===== config.mk =====
export PLATFORM = sky130hd
export DESIGN_NAME = fp32_to_minifloat
export DESIGN_NICKNAME = d
export VERILOG_FILES = /design/src/rtl/fp2mf_pkg.sv /design/src/rtl/mfc_round.sv /design/src/rtl/mfc_exp.sv /design/src/rtl/mfc_denorm.sv /design/src/rtl/fp32_to_minifloat.sv
export SDC_FILE = /design/constraint.sdc
export NUM_CORES = 1
export LEC_CHECK = 0
export BUFFER_PORTS_ARGS = -buffer_cell sky130_fd_sc_hd__buf_2
export CORE_MARGIN = 2
export CORE_UTILIZATION = 53
export DETAILED_ROUTE_END_ITERATION = 8
export PLACE_DENSITY = 0.79
export SYNTH_ARGS = -nofsm -noshare
export SYNTH_HDL_FRONTEND = slang
export SYNTH_SLANG_ARGS = --single-unit
export TNS_END_PERCENT = 10

===== constraint.sdc =====
create_clock -name clk -period 5.9 [get_ports clk]
set_clock_uncertainty 0.05 [all_clocks]
set_input_delay 0.59 -clock clk [delete_from_list [all_inputs] [get_ports clk]]
set_output_delay 0.59 -clock clk [all_outputs]
set_load 0.02 [all_outputs]

===== src/rtl/fp2mf_pkg.sv =====
// Shared definitions for the single-precision to minifloat converter.
// Assumes the input follows the IEEE-754 binary32 layout.
package fp2mf_pkg;
    localparam int FP32_FRAC_W = 23;
    localparam int FP32_EXP_W  = 8;
    localparam int FP32_BIAS   = 127;

    typedef struct packed {
        logic                   sign;
        logic [FP32_EXP_W-1:0]  expo;
        logic [FP32_FRAC_W-1:0] frac;
    } fp32_t;
endpackage


===== src/rtl/mfc_round.sv =====
// Mantissa rounding stage: keeps the top MAN_W fraction bits and adds one
// when guard AND (last OR round OR sticky). Reports a carry out of the
// mantissa. Assumes MAN_W <= 20 so that at least three bits are discarded.
module mfc_round
    import fp2mf_pkg::*;
#(
    parameter int MAN_W = 3
) (
    input  logic [FP32_FRAC_W-1:0] frac,
    output logic [MAN_W-1:0]       man,
    output logic                   carry
);
    localparam int DROP = FP32_FRAC_W - MAN_W;

    logic           guard_b, last_b, round_b, sticky_b, inc;
    logic [MAN_W:0] sum;

    // Pick the rounding bits and form the increment
    always_comb begin
        guard_b  = frac[DROP-1];
        last_b   = frac[DROP];
        round_b  = frac[DROP-2];
        sticky_b = |frac[DROP-3:0];
        inc      = guard_b & (last_b | round_b | sticky_b);
        sum      = {1'b0, frac[FP32_FRAC_W-1:DROP]} + {{MAN_W{1'b0}}, inc};
        man      = sum[MAN_W-1:0];
        carry    = sum[MAN_W];
    end

    // a carry out can only come from an all-ones mantissa, leaving zeros
    always_comb begin
        a_r4_carry_zero_man: assert (!(carry && (man != '0)))
            else $error("R4: carry with nonzero mantissa");
    end
endmodule


===== src/rtl/mfc_exp.sv =====
// Exponent rebias stage: converts the biased single-precision exponent to
// the minifloat bias, adds the rounding carry, and classifies the result as
// overflowing or underflowing. Assumes EXP_W <= 8.
module mfc_exp
    import fp2mf_pkg::*;
#(
    parameter int EXP_W = 4
) (
    input  logic [FP32_EXP_W-1:0] expo_in,
    input  logic                  carry,
    output logic signed [10:0]    expo_val,
    output logic                  too_big,
    output logic                  too_small
);
    localparam int BIAS = (1 << (EXP_W - 1)) - 1;
    localparam logic signed [10:0] OFFSET = 11'(BIAS - FP32_BIAS);
    localparam logic signed [10:0] EMAX   = 11'((1 << EXP_W) - 1);

    // Rebias and classify the exponent
    always_comb begin
        expo_val  = $signed({3'b000, expo_in}) + $signed({10'd0, carry}) + OFFSET;
        too_big   = expo_val >= EMAX;
        too_small = expo_val <= 11'sd0;
    end
endmodule


===== src/rtl/mfc_denorm.sv =====
// Denormalisation stage: for an exponent value of zero or below, shifts the
// mantissa with its hidden one right by (1 - exponent) and adds the first
// bit shifted out. Flags a flush to zero when the shift passes MAN_W+1.
module mfc_denorm #(
    parameter int EXP_W = 4,
    parameter int MAN_W = 3
) (
    input  logic [MAN_W-1:0]       man,
    input  logic signed [10:0]     expo_val,
    output logic [EXP_W+MAN_W-1:0] field,
    output logic                   flush
);
    localparam int FW = EXP_W + MAN_W;

    logic signed [10:0] shift;
    logic [MAN_W:0]     full, res;

    // Select one of the MAN_W+1 legal shift amounts
    always_comb begin
        shift = 11'sd1 - expo_val;
        full  = {1'b1, man};
        flush = shift > 11'(MAN_W + 1);
        res   = '0;
        for (int k = 1; k <= MAN_W + 1; k++) begin
            if (shift == 11'(k)) begin
                res = (full >> k) + {{MAN_W{1'b0}}, full[k-1]};
            end
        end
        field = {{(FW - MAN_W - 1){1'b0}}, res};
    end

    // the corrected value never passes the smallest normal encoding
    always_comb begin
        a_r9_no_wrap: assert (!(res[MAN_W] && (res[MAN_W-1:0] != '0)))
            else $error("R9: denormal result above smallest normal");
    end
endmodule


===== src/rtl/fp32_to_minifloat.sv =====
// Single-precision to minifloat converter, one register stage.
// Rounds, rebiases, denormalises and saturates in one combinational pass
// and registers the packed result when in_valid is high. Assumes
// 2 <= EXP_W <= 8 and 1 <= MAN_W <= 20. Reset is synchronous, active low.
module fp32_to_minifloat
    import fp2mf_pkg::*;
#(
    parameter int EXP_W = 4,
    parameter int MAN_W = 3
) (
    input  logic                   clk,
    input  logic                   rst_n,
    input  logic                   in_valid,
    input  logic [31:0]            in_data,
    output logic                   out_valid,
    output logic [EXP_W+MAN_W:0]   out_data
);
    localparam int OUT_W = 1 + EXP_W + MAN_W;
    localparam int FW    = EXP_W + MAN_W;

    fp32_t              in_w;
    logic [MAN_W-1:0]   rnd_man;
    logic               rnd_carry;
    logic signed [10:0] expo_val;
    logic               too_big, too_small, flush;
    logic [FW-1:0]      sub_field;
    logic [FW-1:0]      mag;
    logic [OUT_W-1:0]   next_word;

    assign in_w = in_data;

    mfc_round #(.MAN_W(MAN_W)) u_round (
        .frac  (in_w.frac),
        .man   (rnd_man),
        .carry (rnd_carry)
    );

    mfc_exp #(.EXP_W(EXP_W)) u_exp (
        .expo_in   (in_w.expo),
        .carry     (rnd_carry),
        .expo_val  (expo_val),
        .too_big   (too_big),
        .too_small (too_small)
    );

    mfc_denorm #(.EXP_W(EXP_W), .MAN_W(MAN_W)) u_denorm (
        .man      (rnd_man),
        .expo_val (expo_val),
        .field    (sub_field),
        .flush    (flush)
    );

    // Choose between special, saturated, denormal and normal results
    always_comb begin
        if (in_w.expo == '1) begin
            mag = {{EXP_W{1'b1}}, {MAN_W{1'b0}}};
        end else if (in_w.expo == '0) begin
            mag = '0;
        end else if (too_big) begin
            mag = {{EXP_W{1'b1}}, {MAN_W{1'b0}}};
        end else if (too_small) begin
            mag = flush ? '0 : sub_field;
        end else begin
            mag = {expo_val[EXP_W-1:0], rnd_man};
        end
        next_word = {in_w.sign, mag};
    end

    // Output register with one cycle of latency
    always_ff @(posedge clk) begin
        if (!rst_n) begin
            out_valid <= 1'b0;
            out_data  <= '0;
        end else begin
            out_valid <= in_valid;
            if (in_valid) begin
                out_data <= next_word;
            end
        end
    end

    // valid follows the input strobe by one clock
    a_r2_valid_follows: assert property (@(posedge clk) disable iff (!rst_n)
        in_valid |=> out_valid);
    a_r2_idle_follows: assert property (@(posedge clk) disable iff (!rst_n)
        !in_valid |=> !out_valid);

    // sign bit carried from the input
    a_r1_sign_kept: assert property (@(posedge clk) disable iff (!rst_n)
        in_valid |=> out_data[OUT_W-1] == $past(in_data[31]));

    // infinity or NaN input saturates to infinity
    a_r7_special_inf: assert property (@(posedge clk) disable iff (!rst_n)
        (in_valid && in_data[30:23] == 8'hFF) |=>
            out_data[FW-1:0] == {{EXP_W{1'b1}}, {MAN_W{1'b0}}});

    // zero-exponent input gives signed zero
    a_r8_zero_in: assert property (@(posedge clk) disable iff (!rst_n)
        (in_valid && in_data[30:23] == 8'h00) |=> out_data[FW-1:0] == '0);

    // output word held while no input is presented
    a_r11_hold: assert property (@(posedge clk) disable iff (!rst_n)
        !in_valid |=> $stable(out_data));
endmodule


# After elaboration in Yosys (flattened, before gate mapping)
# Cells that the tools add are included.
# classes
reduce_logical,2
add_sub_neg,7
muxes,9
shift,0
n_eq_ne,5
multipliers,0
order_cmp,3
n_div,0
bitwise,3
# op_table
cell,count
2-to-1 mux 7 bit,4
== test 11 x 3 -> 1 bit (second input constant),2
2-to-1 mux 4 bit,5
OR reduction 18 bit,1
adder 11 x 8 -> 11 bit (second input constant),1
== test 11 x 2 -> 1 bit (second input constant),1
== test 11 x 4 -> 1 bit (second input constant),1
greater-or-equal comparator 11 x 5 -> 1 bit (second input constant),1
> comparator 11 x 4 -> 1 bit (second input constant),1
<= comparator 11 x 1 -> 1 bit (second input constant),1
subtractor 2 x 11 -> 11 bit (first input constant),1
adder 8 x 1 -> 9 bit,1
adder 3 x 1 -> 4 bit,2
== test 8 bit (second input constant),1
logical NOT 8 bit,1
adder 2 x 1 -> 3 bit,1
adder 1 x 1 -> 2 bit (first input constant),1
bitwise OR 1 bit,2
AND 1 bit,1
# word_totals
romBits,0
ramBits,0
reg_bits,9
memories,0
latchBits,0

# Longest topological paths before layout
# depth
ltp_word,17
ltp_mapped,19

# By module
# Synthesis repeated with hierarchy kept, for this count alone.
# hier_totals
cells_unflattened,197
hier_area_um2,1487.7
# by_module_without_submodules
module,instances,cells_per_inst,seq_area_each_um2,area_each_um2
mfc_exp,1,73,0.0,500.5
fp32_to_minifloat,1,56,180.2,498.0
mfc_denorm,1,56,0.0,401.6
mfc_round,1,12,0.0,87.6

# Least setup slack after synthesis
# Ideal clock, no wire load.
# synth_timing
kind,input port to flip-flop
from,input port in_data[12]
to,register out_data[0]
slack_ns,1.590
setup_ns,0.084
required_ns,5.766
stages,18
arrival_ns,4.176
cell_sequence,nor4_1 nand3_1 o21a_1 ha_1 and3_1 ha_1 nand3_1 xor2_1 inv_1 ha_1 clkbuf_1 nor4b_2 o311ai_2 o22ai_1 xor2_1 a211oi_2 a32oi_1 o31ai_2
# synth_between
elab_chain_cells,17
elab_cells_between_ends,26
# synth_lines
item,line,rtl
"start, declared",fp32_to_minifloat.sv:14,"input logic [31:0] in_data,"
OR reduction 18 bit *,mfc_round.sv:23,sticky_b = |frac[DROP-3:0];
bitwise OR 1 bit *,mfc_round.sv:24,inc = guard_b & (last_b | round_b | sticky_b);
AND 1 bit *,mfc_round.sv:24,
adder 3 x 1 -> 4 bit *,mfc_round.sv:25,"sum = {1'b0, frac[FP32_FRAC_W-1:DROP]} + {{MAN_W{1'b0}}, inc};"
adder 8 x 1 -> 9 bit,mfc_exp.sv:21,"expo_val = $signed({3'b000, expo_in}) + $signed({10'd0, carry}) + OFFSET;"
adder 11 x 8 -> 11 bit,mfc_exp.sv:21,
subtractor 2 x 11 -> 11 bit,mfc_denorm.sv:20,shift = 11'sd1 - expo_val;
== test 11 x 2 -> 1 bit,mfc_denorm.sv:25,if (shift == 11'(k)) begin
2-to-1 mux 4 bit (4 in a row),mfc_denorm.sv:25,
2-to-1 mux 4 bit,fp32_to_minifloat.sv:62,mag = flush ? '0 : sub_field;
2-to-1 mux 7 bit,fp32_to_minifloat.sv:61,end else if (too_small) begin
2-to-1 mux 7 bit *,fp32_to_minifloat.sv:59,end else if (too_big) begin
2-to-1 mux 7 bit *,fp32_to_minifloat.sv:57,end else if (in_w.expo == '0) begin
2-to-1 mux 7 bit *,fp32_to_minifloat.sv:55,if (in_w.expo == '1) begin
"end signal, assigned",fp32_to_minifloat.sv:77,out_data <= next_word;
"end, declared",fp32_to_minifloat.sv:16,output logic [EXP_W+MAN_W:0] out_data
# Every way passes the cells marked *; elsewhere a longest branch is shown, timed or not.
# A chain may end at the register's enable or synchronous reset.

# Final worst setup path
# layout_timing
from,input port in_data[8]
to,register out_data[0]
# The elaborated chain is that of the path after synthesis.

==> summary.md <==
| Metric | Value |
|---|---|
| Core area | 2758 um2 |
| Crit path from | in_data[8] |
| Crit. End Element | register |
| CTS buffer count | 3 |
| Post-synth EDFFs | 0 |
| CP Class | primary input to register |
| DP HPWL | between 2000 and 3000 um |
| Synth unique cells | 63 |
| Sequential area share after synthesis | 11.70% |
| Placed cell areas | 1733 um2 |
| Tmin final | roughly 4.7 ns |
| Final hold vios | 0 |
| Global route overflow | 0 |
| Max-Cap Viols | 0 |
| Post-synth top cells | 15 x nand2_1, 14 x nor2_1, 13 x ha_1 |
| Initial Utilization | 55.85% |
| Cells along the critical path | buf_2 -> nor4_1 -> nand3_1 -> o21a_1 -> ha_1 -> and3_1 -> ha_1 -> buf_4 -> nand3_1 -> xor2_1 -> inv_1 -> ha_1 -> nor4b_2 -> o311ai_2 -> o22ai_1 -> xor2_1 -> a211oi_2 -> a32oi_1 -> o31ai_2 |
| Final TNS setup | 0 ns |
| Unrepaired setup endpoints after global routing | false |
| Worst hold start | out_data[0] |
| Drt drc | 0 |
| DR iter-0 viols | between 60 and 70 |
| Number of port buffers | 43 |
| Die span in x | 57.91 um |
| WHS | around 0.42 ns |
| Sw frac | between 30% and 40% |
| Via count | 1602 |
| Internal Power | ~0.00013 W |
| Die area | 3354 um2 |
| Hold WC Path Type | register to register |
| Vias/cell | 6.209 |
| CP max FO | 14 |
| YS warnings | 0 |
| Post-Syn Nets | 237 |
| First-pass GRT wire length | 6044 um |
| F_max | 212.2 MHz |
| Initial antenna violation count | 0 |
| Synth top area cells | dfxtp_1 12%, ha_1 11%, nand3b_1 3.9% |
| Buf/Inv on CP | 3 |
| Number of global-route vias before repair | about 1400 |
| Syn_area_per_cell | 8.149 um2 |
| Worst-path clk slew | 0.07 ns |
| PostCTS Resize Cnt | 0 |
| Hold-fix buffers at CTS | 0 |
| Final Cell Area | 1760 um2 |
| Clock Latency Late Sink | between 0.2 and 0.3 ns |
| Die height | 57.91 um |
| Pin count of the biggest net entering global routing | 17 |
| CTS tree | done |
| Crit path max-delay family | compound AO/OA/AOI/OAI gates |
| 1st-pass router iterations | 4 |
| Per-cell routed wire length | about 15 um |
| Total power | 0.0002134 W |
| Crit-path max cell delay | 0.43 ns |
| Startpoint types | primary input |
| Syn Inst Count | 189 |
| Crit path top cell by count | ha_1 |
| Slew headroom | 57.89% |
| CTS Buffer Depth | 2 |
| Fin. max-slew vios | 0 |
| Final Wtd Congestion | 0.9020 |
| Async SR Flop Fraction | 0% |
| Max H-tree Level | 1 |
| Setup Buffers After CTS | 0 |
| #FFs+latches synth | 9 |
| Run status | finished, final reports clean |
| Synth top area share | between 10% and 20% |
| Final setup viols | 0 |
| Largest area contributor in the synthesized netlist | dfxtp_1 |
| Most common cell in the netlist | nand2_1 |
| GR Util All Layers | 22.29% |
| P per Cell Area | 121.2 nW/um2 |
| Worst Path Arrival | 4.84 ns |
| Sw power | 0.00008374 W |
| Main flop type after synthesis | dfxtp_1 |
| Reg-to-reg slack, setup | 5.15 ns |
| Post-route ant nets | 0 |
| Clock Power Share | between 20% and 30% |
| Fin crit share | 79.88% |
| Clock Root Buffer | clkbuf_4 |
| I/O Pins | 44 |
| Worst VDD drop | 0.1689 mV |
| Clock tree sinks | 9 |
| Worst EP required | around 6.0 ns |
| N_diodes | 0 |
| Lkg Pwr | roughly 0.74 nW |
| # fillers | 256 |
| Combinational share of power | 46.6% |
| Layout cells sized above 1 | 31.72% |
| FF-to-FF Start | out_data[2] |
| Fin nets | 276 |
| Reg power frac | between 30% and 40% |
| Drt total wl | around 3800 um |
| Worst-Margin Slew | about 0.63 ns |
| Row count | 19 |
| Area growth, synth to finish | 14.30% |
| Crit path max-delay cell type | xor2_1 |
| Final core area utilization | 63.84% |
| Cell area after synthesis | 1540 um2 |
-- worst reg2reg max path, cell delays in order (launching register included) --
cell	delay, ns
dfxtp_1	0.31
nand2_1	0.05
o31ai_1	0.06
o21bai_1	0.17
-- per-layer routing --
metal  wire length, um  up-vias  track usage (%)
li1                  -      800                -
met1              1676      729            30.90
met2              1754       71            37.82
met3               301        2            4.241
met4                18        0            1.329
met5                 0        -                0
-- stage by stage --
step	worst slack [ns]	instances
after floorplan	1.590	189
after detailed placement	0.9308	254
after global routing	0.8331	258
after CTS	1.177	258
final	1.187	258
after global placement	1.140	254
-- cell families after synthesis --
kind of cell | share of synthesized area [%]
DFF | 11.70
xor gates and xnor gates | 7.799
and+or+nand+nor | 35.42
muxes | 4.143
AOI/OAI and AO/OA | 24.45
adders and majority gates | 10.56
buffers and inverters | 5.930
-- layout by cell type, fill, tap and decap left out, types with 3 or more instances in the layout --
cell / synthesis / final
inv_1: 6 / 6
nor4_1: 9 / 9
o21ai_0: 9 / 9
nand3_1: 8 / 8
nand2_1: 15 / 15
xor2_1: 4 / 4
dfxtp_1: 9 / 9
nor2b_1: 4 / 4
nand3b_1: 8 / 8
mux2i_1: 3 / 3
and3_1: 5 / 5
and2_1: 3 / 3
nand4_1: 4 / 4
buf_2: 4 / 43
ha_1: 13 / 13
a21oi_1: 10 / 10
nand4b_1: 4 / 4
clkbuf_4: 0 / 3
nor2_1: 14 / 14
a31oi_1: 3 / 3
-- worst paths after layout --
kind | to | cells past startpoint
setup / recovery | out_data[0] | 19
hold / removal | out_data[0] | 2
setup reg to reg | out_data[2] | 3
hold reg to reg | out_data[0] | 2
-- state kept, by name (all words and copies together) (netlist names) --
register   count
out_data       8
out_valid      1
-- layout make-up --
cell class	instances	area, um2	area share [%]
Clock buffer	3	22.52	1.279
Clock inverter	1	5.005	0.2843
Inverter	6	22.52	1.279
Multi-Input combinational cell	164	1269	72.07
Sequential cell	9	180.2	10.23
Timing Repair Buffer	44	222.7	12.65
Tap cell	31	38.79	2.203
-- power by group through the flow --
| stage | registers, W | clock network (W) | logic, W |
|---|---|---|---|
| after floorplan | 0.0000720 | 0 | 0.0000645 |
| after global placement | 0.0000672 | 0 | 0.0000971 |
| after detailed placement | 0.0000673 | 0 | 0.0000979 |
| after CTS | 0.0000659 | 0.0000490 | 0.0000988 |
| after global routing | 0.0000662 | 0.0000516 | 0.000109 |
| final | 0.0000659 | 0.0000479 | 0.0000995 |
Power figures use the tool's default switching activity.
